**src/rtl/sbm_pkg.sv**
```systemverilog
package sbm_pkg;
  typedef enum logic [1:0] {
    MODE_ADDR  = 2'b00,
    MODE_RDATA = 2'b01,
    MODE_WDATA = 2'b10,
    MODE_IDLE  = 2'b11
  } mode_e;

  typedef enum logic [1:0] {
    PH_IDLE,
    PH_WRITE,
    PH_READ_REQ,
    PH_READ_RSP
  } phase_e;
endpackage

```
**src/rtl/sbm_slot_timer.sv**
```systemverilog
module sbm_slot_timer #(
  parameter int DATA_W = 8,
  parameter int OVS    = 4,
  localparam int SLOTS = 2 * DATA_W,
  localparam int TOTAL = SLOTS * OVS,
  localparam int CNT_W = $clog2(TOTAL),
  localparam int BIT_W = $clog2(DATA_W)
) (
  input  logic             clk,
  input  logic             rst_n,
  output logic [CNT_W-1:0] cnt_o,
  output logic [BIT_W-1:0] bit_o,
  output logic             half_o,
  output logic             mid_o,
  output logic             last_o
);
  logic [CNT_W-1:0] cnt_q, cnt_d;
  int slot_i, sub_i;

  // slot position decode
  always_comb begin
    slot_i = int'(cnt_q) / OVS;
    sub_i  = int'(cnt_q) % OVS;
    half_o = (slot_i >= DATA_W);
    bit_o  = BIT_W'(slot_i % DATA_W);
    mid_o  = (sub_i == OVS / 2);
    last_o = (int'(cnt_q) == TOTAL - 1);
  end

  always_comb begin
    if (last_o) cnt_d = '0;
    else        cnt_d = cnt_q + 1'b1;
  end

  always_ff @(posedge clk or negedge rst_n) begin
    if (!rst_n) cnt_q <= '0;
    else        cnt_q <= cnt_d;
  end

  assign cnt_o = cnt_q;
endmodule

```
**src/rtl/sbm_lane_mux.sv**
```systemverilog
module sbm_lane_mux
  import sbm_pkg::*;
#(
  parameter int DATA_W = 8,
  localparam int ADDR_W = 2 * DATA_W,
  localparam int BIT_W  = $clog2(DATA_W)
) (
  input  phase_e            phase_i,
  input  logic              half_i,
  input  logic [BIT_W-1:0]  bit_i,
  input  logic [ADDR_W-1:0] addr_i,
  input  logic [DATA_W-1:0] wdata_i,
  output mode_e             mode_o,
  output logic              lane_a_o,
  output logic              lane_b_o
);
  logic [BIT_W-1:0] pick;

  // MSB first: slot 0 carries the top bit
  assign pick = BIT_W'(DATA_W - 1) - bit_i;

  always_comb begin
    mode_o   = MODE_IDLE;
    lane_a_o = 1'b1;
    lane_b_o = 1'b1;
    case (phase_i)
      PH_WRITE: begin
        if (!half_i) begin
          mode_o   = MODE_ADDR;
          lane_a_o = addr_i[DATA_W + int'(pick)];
          lane_b_o = addr_i[int'(pick)];
        end else begin
          mode_o   = MODE_WDATA;
          lane_b_o = wdata_i[pick];
        end
      end
      PH_READ_REQ: begin
        if (!half_i) begin
          mode_o   = MODE_ADDR;
          lane_a_o = addr_i[DATA_W + int'(pick)];
          lane_b_o = addr_i[int'(pick)];
        end
      end
      PH_READ_RSP: begin
        if (half_i) mode_o = MODE_RDATA;
      end
      default: ;
    endcase
  end
endmodule

```
**src/rtl/sbm_read_sampler.sv**
```systemverilog
module sbm_read_sampler #(
  parameter int DATA_W = 8
) (
  input  logic              clk,
  input  logic              rst_n,
  input  logic              sample_en,
  input  logic              lane_rx,
  output logic [DATA_W-1:0] byte_o
);
  logic [DATA_W-1:0] sh_q, sh_d;

  always_comb begin
    sh_d = sh_q;
    if (sample_en) sh_d = {sh_q[DATA_W-2:0], lane_rx};
  end

  always_ff @(posedge clk or negedge rst_n) begin
    if (!rst_n) sh_q <= '0;
    else        sh_q <= sh_d;
  end

  assign byte_o = sh_q;
endmodule

```
**src/rtl/serbus_master.sv**
```systemverilog
module serbus_master
  import sbm_pkg::*;
#(
  parameter int DATA_W = 8,
  parameter int OVS    = 4,
  localparam int ADDR_W = 2 * DATA_W,
  localparam int TOTAL  = 2 * DATA_W * OVS,
  localparam int CNT_W  = $clog2(TOTAL),
  localparam int BIT_W  = $clog2(DATA_W)
) (
  input  logic              clk,
  input  logic              rst_n,
  input  logic              req_valid,
  output logic              req_ready,
  input  logic              req_write,
  input  logic [ADDR_W-1:0] req_addr,
  input  logic [DATA_W-1:0] req_wdata,
  output logic              rsp_done,
  output logic [DATA_W-1:0] rsp_rdata,
  output logic [1:0]        bus_mode,
  output logic              lane_a,
  output logic              lane_b,
  input  logic              lane_rx,
  output logic              sys_clk_o
);
  logic [CNT_W-1:0]  tick_cnt;
  logic [BIT_W-1:0]  bit_idx;
  logic              half, mid, last;
  phase_e            phase_q, phase_d;
  logic [ADDR_W-1:0] addr_q;
  logic [DATA_W-1:0] wdata_q;
  logic              done_q, done_d, accept, sample_en;
  mode_e             mode;

  sbm_slot_timer #(.DATA_W(DATA_W), .OVS(OVS)) u_timer (
    .clk(clk), .rst_n(rst_n), .cnt_o(tick_cnt), .bit_o(bit_idx),
    .half_o(half), .mid_o(mid), .last_o(last)
  );

  // a read waiting for its answer cycle blocks new requests
  assign req_ready = last && (phase_q != PH_READ_REQ);
  assign accept    = req_valid && req_ready;

  // next-state logic
  always_comb begin
    phase_d = phase_q;
    done_d  = 1'b0;
    if (last) begin
      case (phase_q)
        PH_WRITE:    begin phase_d = PH_IDLE;     done_d = 1'b1; end
        PH_READ_REQ: phase_d = PH_READ_RSP;
        PH_READ_RSP: begin phase_d = PH_IDLE;     done_d = 1'b1; end
        default:     phase_d = PH_IDLE;
      endcase
      if (accept) phase_d = req_write ? PH_WRITE : PH_READ_REQ;
    end
  end

  // registers
  always_ff @(posedge clk or negedge rst_n) begin
    if (!rst_n) begin
      phase_q <= PH_IDLE;
      done_q  <= 1'b0;
    end else begin
      phase_q <= phase_d;
      done_q  <= done_d;
    end
  end

  always_ff @(posedge clk or negedge rst_n) begin
    if (!rst_n) begin
      addr_q  <= '0;
      wdata_q <= '0;
    end else if (accept) begin
      addr_q  <= req_addr;
      wdata_q <= req_wdata;
    end
  end

  sbm_lane_mux #(.DATA_W(DATA_W)) u_mux (
    .phase_i(phase_q), .half_i(half), .bit_i(bit_idx),
    .addr_i(addr_q), .wdata_i(wdata_q),
    .mode_o(mode), .lane_a_o(lane_a), .lane_b_o(lane_b)
  );

  assign sample_en = (phase_q == PH_READ_RSP) && half && mid;

  sbm_read_sampler #(.DATA_W(DATA_W)) u_rx (
    .clk(clk), .rst_n(rst_n), .sample_en(sample_en),
    .lane_rx(lane_rx), .byte_o(rsp_rdata)
  );

  assign bus_mode  = mode;
  assign rsp_done  = done_q;
  assign sys_clk_o = ~half;
endmodule

```
**config.mk**
```make
export PLATFORM = sky130hd
export DESIGN_NAME = serbus_master
export DESIGN_NICKNAME = d
export VERILOG_FILES = /design/src/rtl/sbm_pkg.sv /design/src/rtl/sbm_slot_timer.sv /design/src/rtl/sbm_lane_mux.sv /design/src/rtl/sbm_read_sampler.sv /design/src/rtl/serbus_master.sv
export SDC_FILE = /design/constraint.sdc
export NUM_CORES = 1
export LEC_CHECK = 0
export ABC_AREA = 1
export CAP_MARGIN = 20
export CORE_MARGIN = 10
export CORE_UTILIZATION = 55
export CTS_CLUSTER_SIZE = 10
export DETAILED_ROUTE_END_ITERATION = 16
export DONT_BUFFER_PORTS = 1
export GPL_ROUTABILITY_DRIVEN = 0
export PLACE_DENSITY = 0.7
export SLEW_MARGIN = 5
export SYNTH_ARGS = -nofsm -noshare
export SYNTH_HDL_FRONTEND = slang
export SYNTH_SLANG_ARGS = --single-unit
export TNS_END_PERCENT = 10
```
**constraint.sdc**
```tcl
create_clock -name clk -period 2.1 [get_ports clk]
set_input_delay 0.105 -clock clk [delete_from_list [all_inputs] [get_ports clk]]
set_output_delay 0.105 -clock clk [all_outputs]
set_load 0.03 [all_outputs]
```
==> out/results.tsv <==
stage	metric	value	unit
finish	final net count	326	
placement	post-detail-place hpwl	3.12	mm
finish	commonest cells after routing, fill and taps aside	sky130_fd_sc_hd__nand2_1 (84), sky130_fd_sc_hd__nand3_1 (46), sky130_fd_sc_hd__dfrtp_1 (38), sky130_fd_sc_hd__dlygate4sd3_1 (38), sky130_fd_sc_hd__inv_1 (20)	
route	vias after detailed routing	1742	
global_route	first-pass GRT wire length	8.36	mm
sta	ratio of final minimum period to clock period	96.6	%
clock_tree	TritonCTS clock tree	built	
floorplanning	Horiz. Die Dim	80.9	um
sta	Max Transition Viols Final	0	
finish	Reg area	1030	um^2
sta	Hold Slack	33.6	ps
route	average detailed-routed wire length per instance	14.8	um
job	total of max-cap violations	0	
sta	worst-case clock skew	1.66	ps
global_route	global route overflow	0	
floorplanning	overall die area	6540	um^2
sta	top achievable clock speed	0.493	GHz
global_route	antenna violations before repair	0	
worst_setup_path	Reg2Reg Setup Slack	70	ps
worst_hold_path	startpoint of the lowest-slack hold path	req_write	
global_route	pin count of the biggest net entering global routing	42	
worst_setup_path	required time reported for the critical path endpoint	2330	ps
worst_setup_path	crit-path max FO	7	
finish	Final Util	71.8	%
floorplanning	Boundary Pins	44	
floorplanning	Die Y	80.9	um
sta	minimum clock period after layout	2030	ps
worst_hold_path	number of instances on the worst hold path	3	
route	DRC violations left	0	
global_route	all-layer global routing usage	16.1	%
synth	register bit count reported by yosys	41	
worst_setup_path	data arrival time of the critical path	2260	ps
clock_tree	clk sinks	41	
synth	Avg Inst Size Synth	8.25	um^2
synth	library cells used by synthesis	19	
sta	worst setup margin	72.4	ps
worst_hold_path	worst-case hold path end point	phase_q[1]	
sta	Worst-Margin Slew	503	ps
route	final antenna-violating net count	0	
pwr	total power of the final layout	1.37	mW
finish	post-synthesis to final-layout area growth	28.1	%
floorplanning	starting density of the core	56.1	%
clock_tree	Root Buffer Master	sky130_fd_sc_hd__clkbuf_8	
finish	proportion of layout cells with a drive suffix above 1	9.62	%
pwr	areal power density over the cells	526	nW/um^2
floorplanning	Row Count	22	
route	number of optimization iterations in the first detailed-route pass	4	
sta	number of hold violations in the final report	0	
finish	leading cell type in the layout, fill and taps excluded	sky130_fd_sc_hd__nand2_1	
clock_tree	TritonCTS buffer count	5	
worst_setup_path	peak per-stage delay on the critical path	580	ps
floorplanning	placeable core area	3630	um^2
pwr	Max rail drop VDD	0.346	mV
worst_setup_path	cell with the largest stage delay on the worst path	sky130_fd_sc_hd__dlygate4sd3_1	
global_route	via count of the first global-routing pass	1768	
status	run status	complete, no violations	
worst_setup_path	category of the critical setup timing path	flip-flop to flip-flop	
synth	synthesized instance count	247	
synth	sequential share of the synthesized area	50.4	%
clock_tree	CTS HTree Levels	2	
finish	area taken by multi-input logic gates	846	um^2
worst_setup_path	kind of start point of the critical path	flip-flop	
finish	count of filler cells inserted in the layout	294	
worst_setup_path	path depth of the worst reg2reg path	9	
sta	Final setup viols	0	
placement	count of port buffers added during placement	0	
pwr	Leakage	1.29	nW
placement	pre-CTS setup slack	353	ps
worst_setup_path	Critical Path End Type	flip-flop	
clock_tree	clk slew on worst S/H paths	70	ps
synth	Mapped Area	2040	um^2
worst_hold_path	type of the most critical hold path	input port to flip-flop	
sta	worst max-slew margin expressed relative to the limit	66.3	%
finish	count of antenna diodes in the layout	0	
route	total wirelength of the detailed-routed design	5.01	mm
worst_setup_path	worst flop-to-flop path endpoint	addr_q[14]	
clock_tree	CTS max path bufs	2	
route	initial DRC count	142	
synth	warning count from the yosys run	0	
worst_setup_path	worst reg2reg startpoint	u_timer.cnt_o[1]	
clock_tree	worst skew pair latency	290	ps
worst_setup_path	chain of cells forming the critical path	ha_4 > nand4_4 > nor2_4 > inv_4 > nor2_8 > buf_12 > nand3_1 > dlygate4sd3_1 > nand2_1	
synth	Post-Syn Nets	282	
route	detail-routed via count per cell	5.14	
## flip-flops by register name (all words and copies together) (netlist names)
| register | flops |
|---|---|
| wdata_q | 8 |
| addr_q | 16 |
| phase_q | 2 |
| rsp_done | 1 |
| u_timer.cnt_o | 6 |
| u_rx.byte_o | 8 |
## Yosys cell counts
| cell | number | area (um^2) |
|---|---|---|
| sky130_fd_sc_hd__inv_2 | 1 | 3.75 |
| sky130_fd_sc_hd__nand2_4 | 1 | 11.3 |
| sky130_fd_sc_hd__nor2_1 | 11 | 41.3 |
| sky130_fd_sc_hd__clkbuf_1 | 2 | 7.51 |
| sky130_fd_sc_hd__buf_6 | 3 | 33.8 |
| sky130_fd_sc_hd__a21oi_1 | 9 | 45.0 |
| sky130_fd_sc_hd__nor2_8 | 1 | 20.0 |
| sky130_fd_sc_hd__nand4_4 | 1 | 21.3 |
| sky130_fd_sc_hd__buf_4 | 5 | 37.5 |
| sky130_fd_sc_hd__o2111ai_1 | 1 | 8.76 |
| sky130_fd_sc_hd__nor2_4 | 1 | 11.3 |
| sky130_fd_sc_hd__xor2_1 | 1 | 8.76 |
| sky130_fd_sc_hd__nand2_1 | 84 | 315 |
| sky130_fd_sc_hd__nand3_1 | 46 | 230 |
| sky130_fd_sc_hd__ha_1 | 6 | 75.1 |
| sky130_fd_sc_hd__inv_1 | 20 | 75.1 |
| sky130_fd_sc_hd__dfrtp_1 | 41 | 1030 |
| sky130_fd_sc_hd__o21ai_0 | 9 | 45.0 |
| sky130_fd_sc_hd__buf_2 | 4 | 20.0 |
## critical path: cells and delay by family (launching register included)
| family | cells | cell delay, ps |
|---|---|---|
| buffers and inverters | 3 | 770 |
| adder cells (fa/ha/maj) | 1 | 180 |
| AND/OR/NAND/NOR | 5 | 580 |
| flip-flops | 1 | 420 |
## report_power, final
group	switching (mW)	internal [mW]	total (mW)
Combinational	0.0283	0.0384	0.0667
Sequential	0.00260	0.790	0.793
Clock	0.253	0.261	0.514
Total	0.284	1.09	1.37
## layout make-up
type / count / share of cell area (%)
Clock buffer: 7 / 3.31
Tap cell: 48 / 2.30
Inverter: 21 / 3.12
Multi-Input combinational cell: 171 / 32.4
Sequential cell: 41 / 39.5
Timing Repair Buffer: 51 / 19.4
## through the flow
stage	setup TNS (ps)	cells	area, um^2
6_report	0	339	2610
3_5_place_dp	0	287	2040
2_1_floorplan	0	247	2040
5_1_grt	-56.0	339	2610
3_3_place_gp	0	287	2040
4_1_cts	0	333	2530
## worst max-delay path by stage
stage	cells after the start	slack (ps)	startpoint	endpoint
2_1_floorplan	9	500	u_timer.cnt_o[2]	lane_b
3_3_place_gp	7	400	u_timer.cnt_o[0]	req_ready
3_5_place_dp	7	350	u_timer.cnt_o[0]	req_ready
4_1_cts	7	40	u_timer.cnt_o[0]	req_ready
5_1_grt	9	-30	u_timer.cnt_o[1]	addr_q[12]
6_report	9	70	u_timer.cnt_o[1]	addr_q[14]
## logic make-up (layout without fill, tap and decap cells)
group	after synthesis	in the layout	share of synthesized area, %
and+or+nand+nor	145	145	31.9
adders and majority gates	6	6	3.69
DFF	41	41	50.4
buffers and inverters	35	79	8.72
xor gates and xnor gates	1	1	0.430
AOI/OAI and AO/OA	19	19	4.85
## layer usage
metal  track usage (%)  wire, um
met2              27.1      2530
met4              5.71        79
met5                 0         0
met1              18.6      2010
met3              5.74       400
## what timing repair did
action / 4_1_cts / 5_1_grt
hold endpoints to repair: 66 / 0
hold buffers: 39 / 0
setup buffers: 0 / 6
setup endpoints to repair: 0 / 13
gates resized for setup: 0 / 9
No activity file was read; power rests on OpenSTA's default activity.
